`src/rtl/seg_accum_pkg.sv`:
```
// Package: shared state encoding and segment geometry helpers for seg_accum.
// Assumes: nseg >= 1 and width >= nseg.
package seg_accum_pkg;

    typedef enum logic [1:0] {
        ST_IDLE  = 2'd0,
        ST_FLUSH = 2'd1,
        ST_DONE  = 2'd2
    } acc_state_e;

    // Width of segment idx: even split, leftover bits go to the lowest segments.
    function automatic int seg_width(input int width, input int nseg, input int idx);
        return (width / nseg) + ((idx < (width % nseg)) ? 1 : 0);
    endfunction

    // Bit position of the least significant bit of segment idx.
    function automatic int seg_base(input int width, input int nseg, input int idx);
        int base;
        base = 0;
        for (int k = 0; k < idx; k++) begin
            base += seg_width(width, nseg, k);
        end
        return base;
    endfunction

endpackage

```
`src/rtl/acc_segment.sv`:
```
// Module: one slice of the segmented accumulator.
// Adds its addend slice plus the carry registered by the slice below.
// When CARRY_OUT is set, it captures its own carry out in a flip-flop for the
// slice above. The top slice drops its carry, so the sum wraps.
// Assumes: clr has priority over step; rst_n is synchronous, active low.
module acc_segment #(
    parameter int SW        = 34,
    parameter bit CARRY_OUT = 1'b1
) (
    input  logic          clk,
    input  logic          rst_n,
    input  logic          clr,
    input  logic          step,
    input  logic [SW-1:0] addend,
    input  logic          cin,
    output logic [SW-1:0] acc_q,
    output logic          cout_q
);

    generate
        if (CARRY_OUT) begin : g_carry
            logic [SW:0] total;

            // Slice sum with one extra bit to expose the carry out.
            assign total = {1'b0, acc_q} + {1'b0, addend} + {{SW{1'b0}}, cin};

            // Slice register and carry flip-flop: clear, step or hold.
            always_ff @(posedge clk) begin
                if (!rst_n || clr) begin
                    acc_q  <= '0;
                    cout_q <= 1'b0;
                end else if (step) begin
                    acc_q  <= total[SW-1:0];
                    cout_q <= total[SW];
                end
            end
        end else begin : g_top
            logic [SW-1:0] total;

            // Top slice sum, carry out intentionally truncated (wraparound).
            assign total = acc_q + addend + {{(SW-1){1'b0}}, cin};

            // Top slice register: clear, step or hold.
            always_ff @(posedge clk) begin
                if (!rst_n || clr) begin
                    acc_q <= '0;
                end else if (step) begin
                    acc_q <= total;
                end
            end

            assign cout_q = 1'b0;
        end
    endgenerate

    // a clear empties the slice and its carry at the next edge.
    a_r3_seg_clear: assert property (@(posedge clk) disable iff (!rst_n)
        clr |=> (acc_q == '0) && !cout_q);

    // an unstepped, uncleared slice holds value and carry.
    a_r7_seg_hold: assert property (@(posedge clk) disable iff (!rst_n)
        (!clr && !step) |=> $stable(acc_q) && $stable(cout_q));

endmodule

```
`src/rtl/flush_ctrl.sv`:
```
// Module: sequencing for the segmented accumulator.
// Tracks accumulate, flush and done phases and counts NSEG-1 flush cycles.
// It tells the slices when to step and when to force a zero addend.
// Assumes: NSEG >= 2; clr has priority over every other request.
module flush_ctrl
    import seg_accum_pkg::*;
#(
    parameter int NSEG = 3
) (
    input  logic clk,
    input  logic rst_n,
    input  logic clr,
    input  logic en,
    input  logic flush,
    output logic step,
    output logic zero_in,
    output logic done
);

    localparam int CW = (NSEG > 2) ? $clog2(NSEG - 1) : 1;
    localparam logic [CW-1:0] LAST = CW'(NSEG - 2);

    acc_state_e    state;
    logic [CW-1:0] cnt;

    // Phase register and flush-cycle counter.
    always_ff @(posedge clk) begin
        if (!rst_n || clr) begin
            state <= ST_IDLE;
            cnt   <= '0;
        end else begin
            case (state)
                ST_IDLE: begin
                    if (flush) begin
                        state <= ST_FLUSH;
                        cnt   <= '0;
                    end
                end
                ST_FLUSH: begin
                    if (cnt == LAST) begin
                        state <= ST_DONE;
                    end else begin
                        cnt <= cnt + 1'b1;
                    end
                end
                ST_DONE: begin
                    if (flush) begin
                        state <= ST_FLUSH;
                        cnt   <= '0;
                    end else if (en) begin
                        state <= ST_IDLE;
                    end
                end
                default: begin
                    state <= ST_IDLE;
                    cnt   <= '0;
                end
            endcase
        end
    end

    // Step slices on accepted input or on every flush cycle; gate input while flushing.
    always_comb begin
        zero_in = (state == ST_FLUSH);
        step    = zero_in || en;
        done    = (state == ST_DONE);
    end

    // a clear returns the controller to the accumulate phase with done low.
    a_r3_ctrl_clear: assert property (@(posedge clk) disable iff (!rst_n)
        clr |=> (state == ST_IDLE) && !done);

    // a flush request from the accumulate phase starts a fresh count.
    a_r5_flush_start: assert property (@(posedge clk) disable iff (!rst_n)
        (state == ST_IDLE && flush && !clr) |=> (state == ST_FLUSH) && (cnt == '0));

    // an enabled input while done drops done.
    a_r9_done_exit: assert property (@(posedge clk) disable iff (!rst_n)
        (done && en && !flush && !clr) |=> !done);

endmodule

```
`src/rtl/seg_accum.sv`:
```
// Module: segmented carry-pipelined accumulator (top).
// Splits a WIDTH-bit sum into NSEG slices joined by registered carries.
// After a flush of NSEG-1 cycles it flags an exact result modulo 2^WIDTH.
// Assumes: 2 <= NSEG <= 4, WIDTH >= NSEG; rst_n synchronous, active low.
module seg_accum
    import seg_accum_pkg::*;
#(
    parameter int WIDTH = 100,
    parameter int NSEG  = 3
) (
    input  logic             clk,
    input  logic             rst_n,
    input  logic             clr,
    input  logic             en,
    input  logic [WIDTH-1:0] din,
    input  logic             flush,
    output logic [WIDTH-1:0] result,
    output logic             done
);

    logic             step;
    logic             zero_in;
    logic [WIDTH-1:0] addend;
    logic [NSEG-1:0]  carry_q;
    logic             carries_pending;

    flush_ctrl #(
        .NSEG (NSEG)
    ) u_ctrl (
        .clk     (clk),
        .rst_n   (rst_n),
        .clr     (clr),
        .en      (en),
        .flush   (flush),
        .step    (step),
        .zero_in (zero_in),
        .done    (done)
    );

    // Input gate: slices see zero while carries are being flushed.
    assign addend = zero_in ? '0 : din;

    generate
        for (genvar i = 0; i < NSEG; i++) begin : g_seg
            localparam int SW = seg_width(WIDTH, NSEG, i);
            localparam int LO = seg_base(WIDTH, NSEG, i);

            logic          cin_w;
            logic [SW-1:0] slice_q;

            if (i == 0) begin : g_bottom
                assign cin_w = 1'b0;
            end else begin : g_upper
                assign cin_w = carry_q[i-1];
            end

            acc_segment #(
                .SW        (SW),
                .CARRY_OUT (i < NSEG - 1)
            ) u_slice (
                .clk    (clk),
                .rst_n  (rst_n),
                .clr    (clr),
                .step   (step),
                .addend (addend[LO +: SW]),
                .cin    (cin_w),
                .acc_q  (slice_q),
                .cout_q (carry_q[i])
            );

            assign result[LO +: SW] = slice_q;
        end
    endgenerate

    // Any carry still travelling between slices.
    assign carries_pending = |carry_q;

    // once done, no carry is left between slices.
    a_r4_settled: assert property (@(posedge clk) disable iff (!rst_n)
        done |-> !carries_pending);

    // an idle edge outside a flush keeps done unchanged.
    a_r7_done_hold: assert property (@(posedge clk) disable iff (!rst_n)
        (!clr && !en && !flush && !zero_in) |=> (done == $past(done)));

endmodule

```
`config.mk`:
```
export PLATFORM = sky130hd
export DESIGN_NAME = seg_accum
export DESIGN_NICKNAME = d
export VERILOG_FILES = /design/src/rtl/seg_accum_pkg.sv /design/src/rtl/acc_segment.sv /design/src/rtl/flush_ctrl.sv /design/src/rtl/seg_accum.sv
export SDC_FILE = /design/constraint.sdc
export NUM_CORES = 1
export LEC_CHECK = 0
export BUFFER_PORTS_ARGS = -buffer_cell sky130_fd_sc_hd__buf_4
export CORE_UTILIZATION = 35
export CTS_BUF_LIST = sky130_fd_sc_hd__clkbuf_8 sky130_fd_sc_hd__clkbuf_16
export DETAILED_ROUTE_END_ITERATION = 6
export SYNTH_ARGS = -nofsm -noshare
export SYNTH_HDL_FRONTEND = slang
export SYNTH_SLANG_ARGS = --single-unit
export TNS_END_PERCENT = 20
```
`constraint.sdc`:
```
create_clock -name clk -period 10.45 [get_ports clk]
set_clock_uncertainty 0.15 [all_clocks]
set_input_delay 3.135 -clock clk [delete_from_list [all_inputs] [get_ports clk]]
set_output_delay 3.135 -clock clk [all_outputs]
set_load 0.005 [all_outputs]
```
==> impl_metrics.yaml, run 1 <==
placed_design:
  dp_hpwl_mm: 19.8
  io_buffers: 205
  dpl.cell_count: 1714
  gp_congestion: 0.870
setup_path:
  max_stage_delay_ns: 0.43
  worst_path_most_repeated_cell: "fa_1"
  worstPathArrival_ns: 6.29
  setup.worst_path.class: "primary input to flop"
  crit_family: "compound AO/OA/AOI/OAI gates"
  cp-end-kind: "flop"
  cp-start-kind: "primary input"
  critPathSlowestCell: "fa_1"
  path_cells: "buf_4 > nand2_1 > fa_1 > inv_1 > fa_1 > a211oi_1 > o21ai_2 > o221a_2 > o31ai_2 > o31a_2 > nor3_1 > or3_1 > a21oi_1 > xor2_1 > o21ai_1"
  critical_path_buf_inv_count: 2
  crit_fanout: 4
  required_ns: 10.54
power:
  leakagePower_nw: 5.14
  powerDensity_nw_per_um2: 110
  vdd_drop_max_v: 0.0000542
  total_power_mw: 1.24
floorplan:
  fp.dieH_um: 164
  die-area_um2: 26800
  num_io_pins: 206
  core_um2: 25500
  initial_core_util_pct: 36.0
  num_rows: 58
  fp.dieW_um: 164
yosys:
  synth.area.top_cells: "dfxtp_1 23%, ha_1 13%, a21oi_1 8.2%"
  ys.flop_type: "dfxtp_1"
  synth_fa_ha_area_share_pct: 14.3
  yosysSeqAreaShare_pct: 22.9
  synth_xor_area_share_pct: 7.45
  synth-edff-count: 0
  avgSynthCellArea_um2: 7.44
  ys_async_sr_fraction_pct: 0
  synth_top_family_by_area: "compound AO/OA/AOI/OAI gates"
  netlist_area_um2: 9170
  synthSimpleGateAreaFrac_pct: 24.2
  synthCells: 1232
  synth-seq-cells: 105
  synth.area.mux_share_pct: 0.328
  synth_top_area_share_pct: 22.9
  syn_nets: 1439
  yosys_warnings: 0
  yosysUniqueCellTypes: 64
  synth_compound_gate_area_share_pct: 26.9
  yosys.area.top_type: "dfxtp_1"
cells_and_area:
  final_cell_mix: "211 x buf_4, 166 x nand2_1, 151 x a21oi_1, 105 x dfxtp_1, 98 x and2_1"
  areaGrowthSynthToFinish_pct: 23.1
  drive_gt1_share_pct: 17.4
  diodes: 0
  utilization_pct: 44.3
  final_cells: 1730
  layout_commonest_cell: "buf_4"
  fillers: 2660
  fin_nets: 1602
status:
  status: "finished, final reports clean"
timing:
  tns_ns: 0
  setup_viol: 0
  tightest_slew_ns: 0.938
  slew_headroom_pct: 37.5
  period_needed_ns: 6.21
  rsz0062_at_grt: "false"
  finalCritPeriodShare_pct: 59.4
  max_freq_ghz: 0.161
  report.final.slew_viol_count: 0
  finalHoldViolCount: 0
clocking:
  cts.sinks: 105
  path_clk_slew_ns: 0.07
  clkLatencyLatePin_ns: 0.36
  cts_root_buf: "clkbuf_16"
  post_cts_buffers: 0
  cts_tree: "built"
  cts_resized: 0
  h-tree-depth: 3
  cts_buffers: 9
  ctsHoldBuffers: 0
  clock_path_buffers: 2
route:
  ant_nets: 0
  viasPerCell: 5.25
  drt-pass1-iter-count: 5
  dr_total_vias: 9085
  drc: 0
  wl_per_cell_um: 15.5
  drtIter0Drc: 454
  totalWireLength_mm: 26.9
min_path:
  hold_path.class: "flop to flop"
grt:
  first_global_vias: 8613
  grt_usage_pct: 19.9
  grt_max_degree: 106
  antenna_found_initial: 0
  grt-ovfl-total: 0
  grt_pass1_wl_mm: 43.0
job:
  max_cap_viol_count: 0
-- state kept, by name, indices dropped and copies added, names as in the netlist --
| register | cells |
|---|---|
| u_ctrl.state | 2 |
| g_seg.u_slice.cout_q | 2 |
| g_seg.u_slice.acc_q | 100 |
| u_ctrl.cnt | 1 |
-- tightest hold or removal path: cells and delay by family (launching register included) --
| kind | cells | cell delay [ns] |
|---|---|---|
| AND/OR/NAND/NOR | 1 | 0.05 |
| flip-flops | 1 | 0.33 |
| AO/OA/AOI/OAI | 1 | 0.05 |
-- Yosys cell counts, types with 5 or more instances --
cell and number:
a211oi_1 21, a21o_1 34, a21oi_1 151, a22o_1 5
a31oi_1 6, and2_1 99, and3_1 10, buf_2 5
clkbuf_1 54, dfxtp_1 105, fa_1 5, ha_1 97
inv_1 34, nand2_1 167, nand2b_1 13, nand3_1 22
nand4_1 23, nor2_1 72, nor2b_1 14, nor3_1 11
o211ai_1 13, o21a_1 17, o21ai_0 29, o21ai_1 56
o21bai_1 13, o31a_1 8, or3_1 9, xnor2_1 44
xor2_1 34
-- layout make-up --
class | instances | area, um^2 | share of cell area [%]
Tap cell | 330 | 413 | 3.66
Clock inverter | 5 | 77.6 | 0.687
Clock buffer | 11 | 253 | 2.24
Multi-Input combinational cell | 1034 | 6730 | 59.6
Timing Repair Buffer | 211 | 1580 | 14.0
Sequential cell | 105 | 2100 | 18.6
Inverter | 34 | 128 | 1.13
-- per-stage QoR --
stage | setup slack [ns] | area [um^2] | hold WS, ns
CTS | 4.28 | 11300 | 0.323
floorplan | 4.38 | 9170 | 0.300
global route | 4.02 | 11300 | 0.339
detailed placement | 3.91 | 11000 | 0.312
finish | 4.24 | 11300 | 0.319
global placement | 3.93 | 11000 | 0.306
-- per-layer routing --
layer,track usage [%],part of all wire (%),vias up
li1,-,-,4697
met1,27.4,50,4203
met2,32.4,45,164
met3,2.32,3.6,21
met4,6.02,1.3,0
met5,0,0,-
-- cell families (layout without fill, tap and decap cells) --
kind of cell,after synthesis,after routing
adders and majority gates,102,102
AOI/OAI and AO/OA,397,397
buffers and inverters,93,261
DFF,105,105
xor gates and xnor gates,78,78
and+or+nand+nor,454,454
muxes,3,3
-- power by group --
part / switching [mW] / internal [mW] / leakage (nW)
Sequential: 0.0204 / 0.422 / 0.856
Clock: 0.164 / 0.223 / 0.167
Combinational: 0.223 / 0.189 / 4.12
Total: 0.407 / 0.834 / 5.14
-- final timing paths --
path,from,to,slack [ns],cells past startpoint
min,g_seg[2].u_slice.acc_q[15],g_seg[2].u_slice.acc_q[15],0.32,2
max,din[67],g_seg[2].u_slice.acc_q[30],4.24,15
min reg2reg,g_seg[2].u_slice.acc_q[15],g_seg[2].u_slice.acc_q[15],0.32,2
max reg2reg,u_ctrl.state[1],g_seg[1].u_slice.acc_q[32],5.88,14
(Power assumes the default switching activity.)
==> run 2, diff against run 1 <==
==> constraint.sdc (replaced) <==
create_clock -name clk -period 5.59 [get_ports clk]
set_clock_uncertainty 0.15 [all_clocks]
set_input_delay 1.677 -clock clk [delete_from_list [all_inputs] [get_ports clk]]
set_output_delay 1.677 -clock clk [all_outputs]
set_load 0.005 [all_outputs]
==> run 2 against run 1 <==
Combinational power grew 87%. Cell area shrank 0.37%. Sequential power grew 87%.
==> impl_metrics.yaml, run 2 (synthesis results as in run 1) <==
floorplan:
  fp.dieH_um: 164
  die-area_um2: 26800
  fp.dieW_um: 164
  num_io_pins: 206
  num_rows: 58
  core_um2: 25500
  initial_core_util_pct: 36.0
timing:
  period_needed_ns: 4.73
  tns_ns: 0
  max_freq_ghz: 0.211
  finalCritPeriodShare_pct: 84.6
  tightest_slew_ns: 0.935
  slew_headroom_pct: 37.4
  setup_viol: 0
  report.final.slew_viol_count: 0
  rsz0062_at_grt: "false"
  hold_ws_ns: 0.318
  finalHoldViolCount: 0
setup_path:
  critical_path_buf_inv_count: 2
  reg2reg_slack_ns: 1.33
  crit_fanout: 4
  path_cells: "buf_4 > nand2_1 > fa_1 > inv_1 > fa_1 > a211oi_1 > o21ai_2 > o221a_2 > o31ai_2 > o31a_2 > nor3_1 > or3_1 > a21oi_1 > xor2_1 > o21ai_1"
  setup.worst_path.class: "primary input to flop"
  cp-end-kind: "flop"
  r2r_end: "g_seg[0].u_slice.cout_q"
  cp-start-kind: "primary input"
  crit_family: "compound AO/OA/AOI/OAI gates"
  worstPathArrival_ns: 4.82
  worst_path_most_repeated_cell: "fa_1"
  rr_startpoint: "u_ctrl.state[0]"
  critPathSlowestCell: "fa_1"
  max_stage_delay_ns: 0.42
  required_ns: 5.68
  r2r_cells: 13
min_path:
  hold_depth: 2
  min_from: "g_seg[1].u_slice.acc_q[27]"
  hold_path.class: "flop to flop"
  min_to: "g_seg[1].u_slice.acc_q[27]"
clocking:
  ctsHoldBuffers: 0
  cts_buffers: 9
  h-tree-depth: 3
  cts_resized: 0
  post_cts_buffers: 0
  cts.sinks: 105
  cts_tree: "built"
  clock_path_buffers: 2
  clkLatencyLatePin_ns: 0.36
  cts_root_buf: "clkbuf_16"
  path_clk_slew_ns: 0.08
route:
  dr_total_vias: 9097
  viasPerCell: 5.26
  drt-pass1-iter-count: 5
  wl_per_cell_um: 15.6
  ant_nets: 0
  drtIter0Drc: 507
  totalWireLength_mm: 27.1
  drc: 0
cells_and_area:
  largest_reg_flops: 100
  max_flop_register: "g_seg.u_slice.acc_q"
  areaGrowthSynthToFinish_pct: 22.6
  drive_gt1_share_pct: 17.3
  fin_area_um2: 11200
  final_cell_mix: "213 x buf_4, 166 x nand2_1, 151 x a21oi_1, 105 x dfxtp_1, 98 x and2_1"
  fin_nets: 1604
  diodes: 0
  reg_top3: "g_seg.u_slice.acc_q x100, g_seg.u_slice.cout_q x2, u_ctrl.state x2"
  layout_commonest_cell: "buf_4"
  fillers: 2640
power:
  leakagePower_nw: 5.13
  p_sw_share_pct: 34.3
  p_clk_share_pct: 28.3
  combPwrFrac_pct: 34.6
  p_seq_share_pct: 37.1
  powerDensity_nw_per_um2: 198
  vdd_drop_max_v: 0.000110
  power_switching_uw: 765
  internal_power_mw: 1.47
placed_design:
  place_area_um2: 11000
  gp_congestion: 0.875
  io_buffers: 205
  dp_hpwl_mm: 20.5
grt:
  antenna_found_initial: 0
  first_global_vias: 8548
  grt_max_degree: 56
  grt-ovfl-total: 0
  grt_pass1_wl_mm: 43.4
  grt_usage_pct: 20.1
status:
  status: "finished, final reports clean"
job:
  max_cap_viol_count: 0
-- run 2: changes by cell type in the layout (fill, tap and decap cells not counted) --
cell,delta
buf_4,+2
bufinv_16,-2
clkinv_4,+1
inv_1,+1
inv_6,-1
-- run 2: power groups by stage --
stage / sequential (mW) / combinational, mW / clock, mW
2_1_floorplan: 0.840 / 0.525 / 0
3_3_place_gp: 0.845 / 0.764 / 0
3_5_place_dp: 0.846 / 0.768 / 0
4_1_cts: 0.829 / 0.773 / 0.647
5_1_grt: 0.835 / 0.864 / 0.676
6_report: 0.828 / 0.772 / 0.631
-- run 2: how the worst max path moves through the flow --
stage                     startpoint                    endpoint  slack [ns]  cells past startpoint
after detailed placement     din[67]  g_seg[2].u_slice.acc_q[30]        0.52                     15
after global routing         din[67]  g_seg[2].u_slice.acc_q[30]        0.65                     15
after global placement       din[67]  g_seg[2].u_slice.acc_q[30]        0.53                     15
final                        din[67]  g_seg[2].u_slice.acc_q[30]        0.86                     15
after floorplan              din[67]  g_seg[2].u_slice.acc_q[30]        0.98                     14
after CTS                    din[67]  g_seg[2].u_slice.acc_q[30]        0.88                     15
-- run 2: per-layer routing --
metal | part of all wire (%) | GRT usage, % | vias up
li1 | - | - | 4704
met1 | 49 | 27.8 | 4193
met2 | 46 | 33.1 | 185
met3 | 4.3 | 2.53 | 15
met4 | 1.1 | 4.71 | 0
met5 | 0 | 0 | -
-- run 2: worst reg2reg max path, stage by stage (launching register included) --
cell       delay (ns)
dfxtp_1          0.44
nand2b_4         0.32
buf_4            0.34
and2_1           0.22
ha_1             0.36
a21oi_1          0.22
o21ai_0          0.16
or2_2            0.30
o31ai_1          0.36
o21ai_1          0.14
a21oi_1          0.27
o21ai_1          0.16
a2111oi_0        0.57
a211oi_1         0.10
-- run 2: area by class of cell --
class | count | area, um^2 | area share, %
Multi-Input combinational cell | 1034 | 6730 | 59.8
Sequential cell | 105 | 2100 | 18.7
Timing Repair Buffer | 213 | 1600 | 14.2
Tap cell | 330 | 413 | 3.67
Clock buffer | 11 | 253 | 2.25
Inverter | 34 | 128 | 1.14
Clock inverter | 4 | 21.3 | 0.189
-- run 2: metrics by stage --
stage | worst slack [ns] | total power, mW | util, % | cells
floorplan | 0.980 | 1.36 | - | 1232
global placement | 0.534 | 1.61 | 43.1 | 1716
detailed placement | 0.516 | 1.61 | 43.1 | 1716
CTS | 0.875 | 2.25 | 44.1 | 1731
global route | 0.653 | 2.37 | 44.1 | 1731
finish | 0.862 | 2.23 | 44.1 | 1731
==> run 3, diff against run 2 <==
==> constraint.sdc (replaced) <==
create_clock -name clk -period 4.4 [get_ports clk]
set_clock_uncertainty 0.15 [all_clocks]
set_input_delay 1.32 -clock clk [delete_from_list [all_inputs] [get_ports clk]]
set_output_delay 1.32 -clock clk [all_outputs]
set_load 0.005 [all_outputs]
==> run 3 against run 2 <==
Sequential power grew 27%. Cell count grew 2.3%. Worst hold slack hardly changed. Cell area increased by 2.8%. Clock-buffer cell count fell by 2. Critical endpoint unchanged.
==> impl_metrics.yaml, run 3 (synthesis results as in run 1) <==
status:
  status: "finished, final reports clean"
setup_path:
  setup.worst_path.class: "primary input to flop"
  cp-end-kind: "flop"
  max_stage_delay_ns: 0.40
  critPathSlowestCell: "fa_1"
  required_ns: 4.50
  crit_fanout: 3
  worst_path_most_repeated_cell: "fa_1"
  worstPathArrival_ns: 4.29
  crit_family: "compound AO/OA/AOI/OAI gates"
  critical_path_buf_inv_count: 2
  cp-start-kind: "primary input"
  path_cells: "buf_4 > nand2_1 > fa_1 > inv_1 > fa_1 > a211oi_1 > o21ai_2 > o221a_2 > o31ai_2 > o31a_2 > nor3_1 > or3_1 > a21oi_1 > xor2_1 > o21ai_1"
timing:
  finalCritPeriodShare_pct: 95.3
  period_needed_ns: 4.19
  max_freq_ghz: 0.239
  rsz0062_at_grt: "false"
  hold_ws_ns: 0.317
  setup_viol: 0
  report.final.slew_viol_count: 0
  fin_ws_ns: 0.208
  tightest_slew_ns: 0.913
  slew_headroom_pct: 39.0
  finalHoldViolCount: 0
grt:
  grt-ovfl-total: 0
  grt_max_degree: 72
  antenna_found_initial: 0
  grt_pass1_wl_mm: 44.1
  first_global_vias: 8751
  grt_usage_pct: 20.4
job:
  max_cap_viol_count: 0
power:
  leakagePower_nw: 5.30
  total_power_mw: 2.87
  powerDensity_nw_per_um2: 249
  vdd_drop_max_v: 0.000138
placed_design:
  place_area_um2: 11300
  io_buffers: 205
  place_ws_ns: -0.120
  gp_congestion: 0.897
  dp_hpwl_mm: 20.9
floorplan:
  fp.dieW_um: 164
  die-area_um2: 26800
  initial_core_util_pct: 36.0
  core_um2: 25500
  num_io_pins: 206
  fp.dieH_um: 164
  num_rows: 58
route:
  drt-pass1-iter-count: 5
  drtIter0Drc: 481
  wl_per_cell_um: 15.4
  totalWireLength_mm: 27.3
  viasPerCell: 5.24
  drc: 0
  dr_total_vias: 9277
  ant_nets: 0
cells_and_area:
  drive_gt1_share_pct: 19.8
  fin_nets: 1643
  final_cell_mix: "251 x buf_4, 166 x nand2_1, 151 x a21oi_1, 105 x dfxtp_1, 98 x and2_1"
  max_flop_register: "g_seg.u_slice.acc_q"
  layout_commonest_cell: "buf_4"
  reg_top3: "g_seg.u_slice.acc_q x100, g_seg.u_slice.cout_q x2, u_ctrl.state x2"
  fin_area_um2: 11600
  largest_reg_flops: 100
  areaGrowthSynthToFinish_pct: 26.0
  diodes: 0
clocking:
  ctsHoldBuffers: 0
  path_clk_slew_ns: 0.08
  cts_resized: 0
  clkLatencyLatePin_ns: 0.36
  post_cts_buffers: 0
  h-tree-depth: 3
  cts_tree: "built"
  cts_root_buf: "clkbuf_16"
  cts_buffers: 9
  cts.sinks: 105
  clock_path_buffers: 2
min_path:
  hold_path.class: "flop to flop"
[run 3: report_power, final]
part           internal, mW  switching (mW)  leakage [nW]  total [mW]
Sequential             1.00          0.0491         0.856        1.05
Combinational         0.477           0.538          4.32        1.01
Clock                 0.389           0.416         0.132       0.805
[run 3: worst paths after layout]
path | from | to | slack [ns] | depth (start not counted)
setup / recovery | din[67] | g_seg[2].u_slice.acc_q[30] | 0.21 | 15
hold reg to reg | g_seg[1].u_slice.acc_q[26] | g_seg[1].u_slice.acc_q[26] | 0.32 | 2
hold / removal | g_seg[1].u_slice.acc_q[26] | g_seg[1].u_slice.acc_q[26] | 0.32 | 2
setup reg to reg | u_ctrl.state[1] | g_seg[0].u_slice.acc_q[32] | 0.41 | 16
[run 3: area by class of cell]
class                           instances  area [um^2]
Inverter                               34          128
Fill cell                            2668        13900
Timing Repair Buffer                  252         1900
Clock inverter                          7         55.1
Sequential cell                       105         2100
Tap cell                              330          413
Clock buffer                            9          225
Multi-Input combinational cell       1034         6730
[run 3: worst register-to-register path, delay by kind of cell, from the launching register on]
kind                     cells  cell delay [ns]
AO/OA/AOI/OAI                8             1.70
XOR/XNOR                     1             0.13
adder cells (fa/ha/maj)      2             0.54
buffers and inverters        2             0.28
flip-flops                   1             0.38
AND/OR/NAND/NOR              3             0.67
[run 3: per-layer routing]
metal  vias to the layer above  global-route usage, %  share of wire [%]
met5                         -                      0                  0
met4                         0                   5.72                1.3
met3                        17                   2.63                4.6
met2                       200                   33.6                 46
met1                      4272                   27.9                 48
li1                       4788                      -                  -
[run 3: through the flow]
stage               util [%]  instances  setup TNS (ns)
floorplan                  -       1232               0
global placement        44.3       1755          -0.178
detailed placement      44.3       1755          -0.239
CTS                     45.4       1771               0
global route            45.4       1771               0
finish                  45.4       1771               0
